**src/rtl/sorter_pkg.sv**
```systemverilog
package sorter_pkg;
  localparam int LANES     = 8;
  localparam int NUM_TIERS = 7;
  // pipeline depth: input rank plus one rank per tier
  localparam int LAT       = NUM_TIERS + 1;

  // tiers 0-3: alternating bubble tiers inside each half
  // tiers 4-6: merge of the two ordered halves
  // bit i set: lane i paired with lane i+dist, larger word to lane i
  localparam logic [LANES-1:0] TIER_START [NUM_TIERS] =
    '{8'h55, 8'h22, 8'h55, 8'h22, 8'h0F, 8'h0C, 8'h2A};
  localparam int TIER_DIST [NUM_TIERS] = '{1, 1, 1, 1, 4, 2, 1};
endpackage

```
**src/rtl/cmp_swap.sv**
```systemverilog
module cmp_swap #(
  parameter int W = 8
) (
  input  logic [W-1:0] a_i,
  input  logic [W-1:0] b_i,
  output logic [W-1:0] hi_o,
  output logic [W-1:0] lo_o
);
  logic b_gt_a;

  assign b_gt_a = b_i > a_i;
  assign hi_o   = b_gt_a  ? b_i : a_i;
  assign lo_o   = !b_gt_a ? b_i : a_i;
endmodule

```
**src/rtl/sort_tier.sv**
```systemverilog
module sort_tier #(
  parameter int               W     = 8,
  parameter int               L     = 8,
  parameter logic [L-1:0]     START = '0,
  parameter int               DIST  = 1
) (
  input  logic                clk_i,
  input  logic                rst_ni,
  input  logic [L-1:0][W-1:0] d_i,
  output logic [L-1:0][W-1:0] q_o
);
  localparam logic [L-1:0] PARTNER = START << DIST;
  localparam int           SW      = W + $clog2(L);

  logic [L-1:0][W-1:0] nxt;

  for (genvar i = 0; i < L; i++) begin : g_lane
    if (START[i]) begin : g_pair
      cmp_swap #(.W(W)) u_cx (
        .a_i (d_i[i]),
        .b_i (d_i[i+DIST]),
        .hi_o(nxt[i]),
        .lo_o(nxt[i+DIST])
      );


      pair_order_chk: assert property (@(posedge clk_i) disable iff (!rst_ni)
        q_o[i] >= q_o[i+DIST]);
    end else if (!PARTNER[i]) begin : g_pass
      assign nxt[i] = d_i[i];
    end
  end

  always_ff @(posedge clk_i or negedge rst_ni) begin
    if (!rst_ni) q_o <= '0;
    else         q_o <= nxt;
  end

  function automatic logic [SW-1:0] lane_sum(input logic [L-1:0][W-1:0] v);
    logic [SW-1:0] s;
    s = '0;
    for (int k = 0; k < L; k++) s = s + SW'(v[k]);
    return s;
  endfunction


  sum_keep_chk: assert property (@(posedge clk_i) disable iff (!rst_ni)
    $past(rst_ni) |-> lane_sum(q_o) == $past(lane_sum(d_i)));
endmodule

```
**src/rtl/split_bubble_sorter.sv**
```systemverilog
module split_bubble_sorter
  import sorter_pkg::*;
#(
  parameter int DATA_W = 8
) (
  input  logic                    clk_i,
  input  logic                    rst_ni,
  input  logic                    valid_i,
  input  logic [LANES*DATA_W-1:0] data_i,
  output logic                    valid_o,
  output logic [LANES*DATA_W-1:0] data_o
);
  localparam int SW = DATA_W + $clog2(LANES);
  localparam int CW = $clog2(LAT + 1);

  typedef logic [LANES-1:0][DATA_W-1:0] lanes_t;

  lanes_t           stage [NUM_TIERS+1];
  logic [LAT-1:0]   vld_q;

  always_ff @(posedge clk_i or negedge rst_ni) begin
    if (!rst_ni) begin
      stage[0] <= '0;
      vld_q    <= '0;
    end else begin
      stage[0] <= lanes_t'(data_i);
      vld_q    <= {vld_q[LAT-2:0], valid_i};
    end
  end

  for (genvar t = 0; t < NUM_TIERS; t++) begin : g_tier
    sort_tier #(
      .W    (DATA_W),
      .L    (LANES),
      .START(TIER_START[t]),
      .DIST (TIER_DIST[t])
    ) u_tier (
      .clk_i (clk_i),
      .rst_ni(rst_ni),
      .d_i   (stage[t]),
      .q_o   (stage[t+1])
    );
  end

  assign data_o  = stage[NUM_TIERS];
  assign valid_o = vld_q[LAT-1];

  // checker state: edges seen since reset release, saturating
  logic [CW-1:0] since_rst;
  always_ff @(posedge clk_i or negedge rst_ni) begin
    if (!rst_ni)               since_rst <= '0;
    else if (since_rst != LAT) since_rst <= since_rst + 1'b1;
  end

  function automatic logic [SW-1:0] bus_sum(input logic [LANES*DATA_W-1:0] v);
    logic [SW-1:0] s;
    s = '0;
    for (int k = 0; k < LANES; k++) s = s + SW'(v[k*DATA_W +: DATA_W]);
    return s;
  endfunction

  for (genvar k = 0; k < LANES - 1; k++) begin : g_ord

    sorted_out_chk: assert property (@(posedge clk_i) disable iff (!rst_ni)
      data_o[k*DATA_W +: DATA_W] >= data_o[(k+1)*DATA_W +: DATA_W]);
  end


  latency_sum_chk: assert property (@(posedge clk_i) disable iff (!rst_ni)
    (since_rst == LAT) |-> bus_sum(data_o) == $past(bus_sum(data_i), LAT));


  valid_lat_chk: assert property (@(posedge clk_i) disable iff (!rst_ni)
    (since_rst == LAT) |-> valid_o == $past(valid_i, LAT));
endmodule

```
**config.mk**
```make
export PLATFORM = sky130hd
export DESIGN_NAME = split_bubble_sorter
export DESIGN_NICKNAME = d
export VERILOG_FILES = /design/src/rtl/sorter_pkg.sv /design/src/rtl/cmp_swap.sv /design/src/rtl/sort_tier.sv /design/src/rtl/split_bubble_sorter.sv
export SDC_FILE = /design/constraint.sdc
export NUM_CORES = 1
export LEC_CHECK = 0
export BUFFER_PORTS_ARGS = -buffer_cell sky130_fd_sc_hd__buf_4
export CAP_MARGIN = 0
export CORE_ASPECT_RATIO = 1.4
export CORE_MARGIN = 3
export CORE_UTILIZATION = 62
export CTS_BUF_LIST = sky130_fd_sc_hd__clkbuf_16
export CTS_CLUSTER_DIAMETER = 150
export CTS_CLUSTER_SIZE = 16
export DETAILED_ROUTE_END_ITERATION = 8
export HOLD_SLACK_MARGIN = 0.1
export PLACE_DENSITY = 0.89
export REMOVE_ABC_BUFFERS = 1
export SYNTH_ARGS = -nofsm -noshare
export SYNTH_HDL_FRONTEND = slang
export SYNTH_SLANG_ARGS = --single-unit
```
**constraint.sdc**
```tcl
create_clock -name clk_i -period 2.85 [get_ports clk_i]
set_clock_uncertainty 0.05 [all_clocks]
set_input_delay 0.1425 -clock clk_i [delete_from_list [all_inputs] [get_ports clk_i]]
set_output_delay 0.1425 -clock clk_i [all_outputs]
set_load 0.01 [all_outputs]
```
* Word-level counts from Yosys, hierarchy flattened *
Cells that the tools add are included.

operators by class
  divide/modulo/power cells = 0
  multipliers = 0
  $lt $le $gt $ge = 21
  equality and inequality tests = 0
  mux-type cells = 42
  add/subtract/negate cells = 0
  reductions and logical operators = 0
  bitwise operators = 0
  shift operators = 0

operators by type and width
  kind                           number
  8-bit two-way mux              42
  8-bit greater-than comparator  21

storage, ports and cells
  register bits after elaboration = 520
  output and inout port bits = 65
  logic and storage cells = 128
  latch bits = 0
  memories = 0
  bits in writable memories = 0
  input bits = 67
  memory bits (read-only) = 0

* Longest topological paths before layout *
  depth after elaboration = 2
  depth in mapped cells = 10
  mapped depth without buffers = 7

* By module *
Synthesis repeated with hierarchy kept, for this count alone.

unflattened totals
  cells, all modules = 1444
  area total of the unflattened synthesis = 23023.3 sq um

by module, submodules not included
  module               cells an instance  sequential area each (sq um)  area an instance (sq um)  times used
  sort_tier            64                 1601.5                        1601.5                    7
  cmp_swap             44                 0.0                           476.7                     21
  split_bubble_sorter  72                 1801.7                        1801.7                    1

* Worst setup path after synthesis *
Ideal clock, no wire load.

  path kind = register to register
  start = reg g_tier[3].u_tier.q_o[1] (netlist bit)
  end = reg g_tier[4].u_tier.q_o[32] (netlist bit)
  arrival time = 1.854 ns
  path buffers = 1
  library setup time = 0.125 ns
  clock period less this slack = 2.029 ns
  setup slack = 0.821 ns
  cell stages (with the launch flop) = 9
  data required time = 2.675 ns
  path through = dfrtp_1 inv_1 ha_1 nor2b_4 o211ai_2 a21oi_2 o32ai_4 buf_12 mux2_4

between the ends
  longest elaborated chain between the ends = 2

RTL lines
  item                                                      RTL line         text
  from (decl)                                               sort_tier.sv:10  output logic [L-1:0][W-1:0] q_o
  from (signal assigned)                                    sort_tier.sv:36  else q_o <= nxt;
  8-bit greater-than comparator                             cmp_swap.sv:11   assign b_gt_a = b_i > a_i;
  8-bit two-way mux                                         cmp_swap.sv:13   assign lo_o = !b_gt_a ? b_i : a_i;
  named net g_tier[4].u_tier.g_lane[0].g_pair.u_cx.lo_o[0]  cmp_swap.sv:7    output logic [W-1:0] lo_o
  to (signal assigned)                                      sort_tier.sv:36
  to (decl)                                                 sort_tier.sv:10

The timed path passes the listed nets, and every way through them passes these cells.

* Worst setup path after layout *
  start = reg stage[471] (netlist bit)
  end = reg g_tier[0].u_tier.q_o[29] (netlist bit)

between the ends
  longest elaborated chain between the ends = 2

RTL lines
  item                                                      RTL line                   text
  from (decl)                                               split_bubble_sorter.sv:18  lanes_t stage [NUM_TIERS+1];
  8-bit greater-than comparator                             cmp_swap.sv:11
  8-bit two-way mux                                         cmp_swap.sv:13
  named net g_tier[0].u_tier.g_lane[2].g_pair.u_cx.lo_o[5]  cmp_swap.sv:7
  to (signal assigned)                                      sort_tier.sv:36
  to (decl)                                                 sort_tier.sv:10

The timed path passes the listed nets, and every way through them passes these cells.

==> metrics.yaml <==
cp-start-kind: "register"
synth-adder-area-share_pct: 8.455
antenna_found_initial: 0
drc: 0
synthDominantCellAreaShare_pct: 52.34
grt_pass1_wl_mm: 85.28
fin_setup_tns_ns: 0
first_pass_iters: 7
synthMuxAreaShare_pct: 6.583
synthArstFlopShare_pct: 100.0
hold_ws_ns: 0.1568
final_nets: 2588
p_int_mw: 21.39
arrival_ns: 2.94
postCtsSetupBuffers: 0
setup.worst_path.class: "reg -> reg"
coreArea_um2: 39490
synth_xor_area_share_pct: 0
wl_mm: 50.93
synth-simple-area-share_pct: 10.46
start_util_pct: 62.96
synth_edf_count: 0
cp_max_fo: 18
insertion_delay_ns: 0.54
seqPwrFrac_pct: 36.8
p_sw_share_pct: 39.12
drive_above_1_share_pct: 20.04
cap_violations: 0
htree_levels: 2
synth_warnings: 0
p_comb_share_pct: 49.4
syn-instance-count: 2167
avgViaCountPerCell: 6.116
critical_path_required_ns: 3.22
drt_iter0_markers: 1469
dieArea_um2: 42570
yosysMostFrequentCell: "dfrtp_1"
grt_overflow: 0
clkTransAtPathRegs_ns: 0.07
synth_commonest_cells: "520 x dfrtp_1, 233 x nand2_1, 178 x inv_1"
yosysUniqueCellTypes: 43
slew_viol_final: 0
finalWeightedCongestion: 0.9965
p_per_area_nw_per_um2: 1257
root_buffer: "clkbuf_16"
place.port_buffers: 131
ios: 132
multiInputGateArea_um2: 10530
clock_sinks: 520
grt_max_degree: 92
worst-slew-pin-transition_ns: 0.8862
cts_buffer_depth: 3
ys_top_cells_by_area: "dfrtp_1 52%, ha_1 8.5%, a221o_1 6.4%"
area_growth_pct: 12.48
ys.flop_type: "dfrtp_1"
place_hpwl_mm: 35.68
postRouteAntennaNets: 0
syn_avg_cell_area_um2: 11.47
period_share_pct: 90.23
die_w_um: 175.2
numCtsBuffers: 38
synth_top_family_by_area: "compound AO/OA/AOI/OAI gates"
switching_power_mw: 13.75
n_fill_cell: 2604
slew_headroom_pct: 40.66
syn-cell-area_um2: 24860
die_h_um: 242.9
final.min_clock_period_ns: 2.572
pwr-share-clk_pct: 13.8
max_freq_mhz: 388.9
ys_ff_latch: 520
hold_class: "in -> async"
vias: 17640
seq_area_frac_synth_pct: 52.34
cp-end-kind: "register"
grt_util_all_layers_pct: 24.33
synth_compound_area_share_pct: 16.84
setup_viol: 0
rsz0062_at_grt: "false"
power_leakage_nw: 12.97
ir_drop_mv: 0.5892
synth_area_leader_cell: "dfrtp_1"
cts_tree: "done"
wl_per_cell_um: 17.66
rows: 86
hold_viol: 0
grt_pass1_vias: 17660
seqCellArea_um2: 13010
status: "finished clean"
through the flow:
stage          setup WS, ns  util [%]  total power [mW]  cells  cell area [um2]
6_report             0.2784     70.81             35.14   2884            27960
5_1_grt              0.1313     70.80             37.64   2883            27960
4_1_cts              0.3578     70.80             35.15   2883            27960
3_5_place_dp         0.3663     66.51             29.97   2775            26270
3_3_place_gp         0.5190     66.51             28.81   2775            26270
2_1_floorplan        0.5082         -             24.75   2069            24210
sequential cells by signal, indices dropped and copies added, names as in the netlist:
name and flops:
g_tier.u_tier.q_o 448, stage 64, vld_q 8
layout by cell type (no fill, tap or decap), types with 2 or more instances in the layout:
master / n
a21boi_2: 9
nor3b_2: 10
nand4_1: 11
a221o_1: 160
or2_1: 2
or2_2: 9
buf_12: 4
nand3_1: 160
inv_1: 178
nor2b_1: 10
nand2_1: 233
nand4_4: 10
and4_1: 20
mux2_4: 10
o32ai_1: 16
o21ai_2: 30
o211ai_2: 10
dlygate4sd3_1: 66
nor2_1: 29
buf_4: 173
clkbuf_16: 41
mux2_2: 132
ha_1: 168
a211oi_1: 18
o221a_1: 10
dfrtp_1: 520
o21ai_1: 106
nand2b_1: 9
o21ai_0: 93
o221a_2: 24
a21oi_1: 72
cells by family after synthesis:
logic type,after synthesis
and+or+nand+nor,507
AOI/OAI and AO/OA,553
adders and majority gates,168
DFF,520
muxes,142
buffers and inverters,277
area by class of cell:
cell class | instances | share of cell area, %
clock inverters | 1 | 0.03132
well taps | 528 | 2.363
multi-input cells | 1370 | 37.64
repair buffers | 244 | 7.347
diodes | 1 | 0.008949
inverters | 179 | 2.403
flip-flops and latches | 520 | 46.53
clock buffers | 41 | 3.669
routing by layer:
metal  GRT usage (%)  vias to the layer above  routed length (um)
met5               0                        -                   0
met4           13.76                        0                3133
met3           3.020                      208                2065
met2           46.13                      605               27960
met1           25.60                     8584               17760
li1                -                     8241                   -
power groups by stage:
stage / Combinational [mW] / Sequential (mW) / Clock, mW
6_report: 17.4 / 12.9 / 4.84
5_1_grt: 19.1 / 13.3 / 5.24
4_1_cts: 17.3 / 12.9 / 4.96
3_5_place_dp: 17.0 / 13.0 / 0
3_3_place_gp: 16.0 / 12.8 / 0
2_1_floorplan: 12.5 / 12.3 / 0
path summary, 6_finish.rpt:
kind                       slack [ns]                     start  cells past startpoint                  endpoint
min in group clk_i               0.20                data_i[54]                      2                stage[502]
max reg2reg                      0.28                stage[471]                      6  g_tier[0].u_tier.q_o[29]
max                              0.28                stage[471]                      6  g_tier[0].u_tier.q_o[29]
min                              0.16                    rst_ni                      2                  vld_q[7]
max in group asynchronous        1.65                    rst_ni                      3   g_tier[4].u_tier.q_o[9]
min reg2reg                      0.30  g_tier[5].u_tier.q_o[57]                      0  g_tier[6].u_tier.q_o[57]
critical path, stage by stage (launching register included):
cell and delay (ns):
dfrtp_1 0.44, inv_1 0.07, ha_1 0.38, nand4_4 0.24
nand2b_1 0.54, o21ai_2 0.34, a221o_1 0.39
what timing repair did:
item	4_1_cts	5_1_grt
hold buffers	66	0
resized for setup	0	0
endpoints found under the hold margin	155	0
Power figures use the tool's default switching activity.
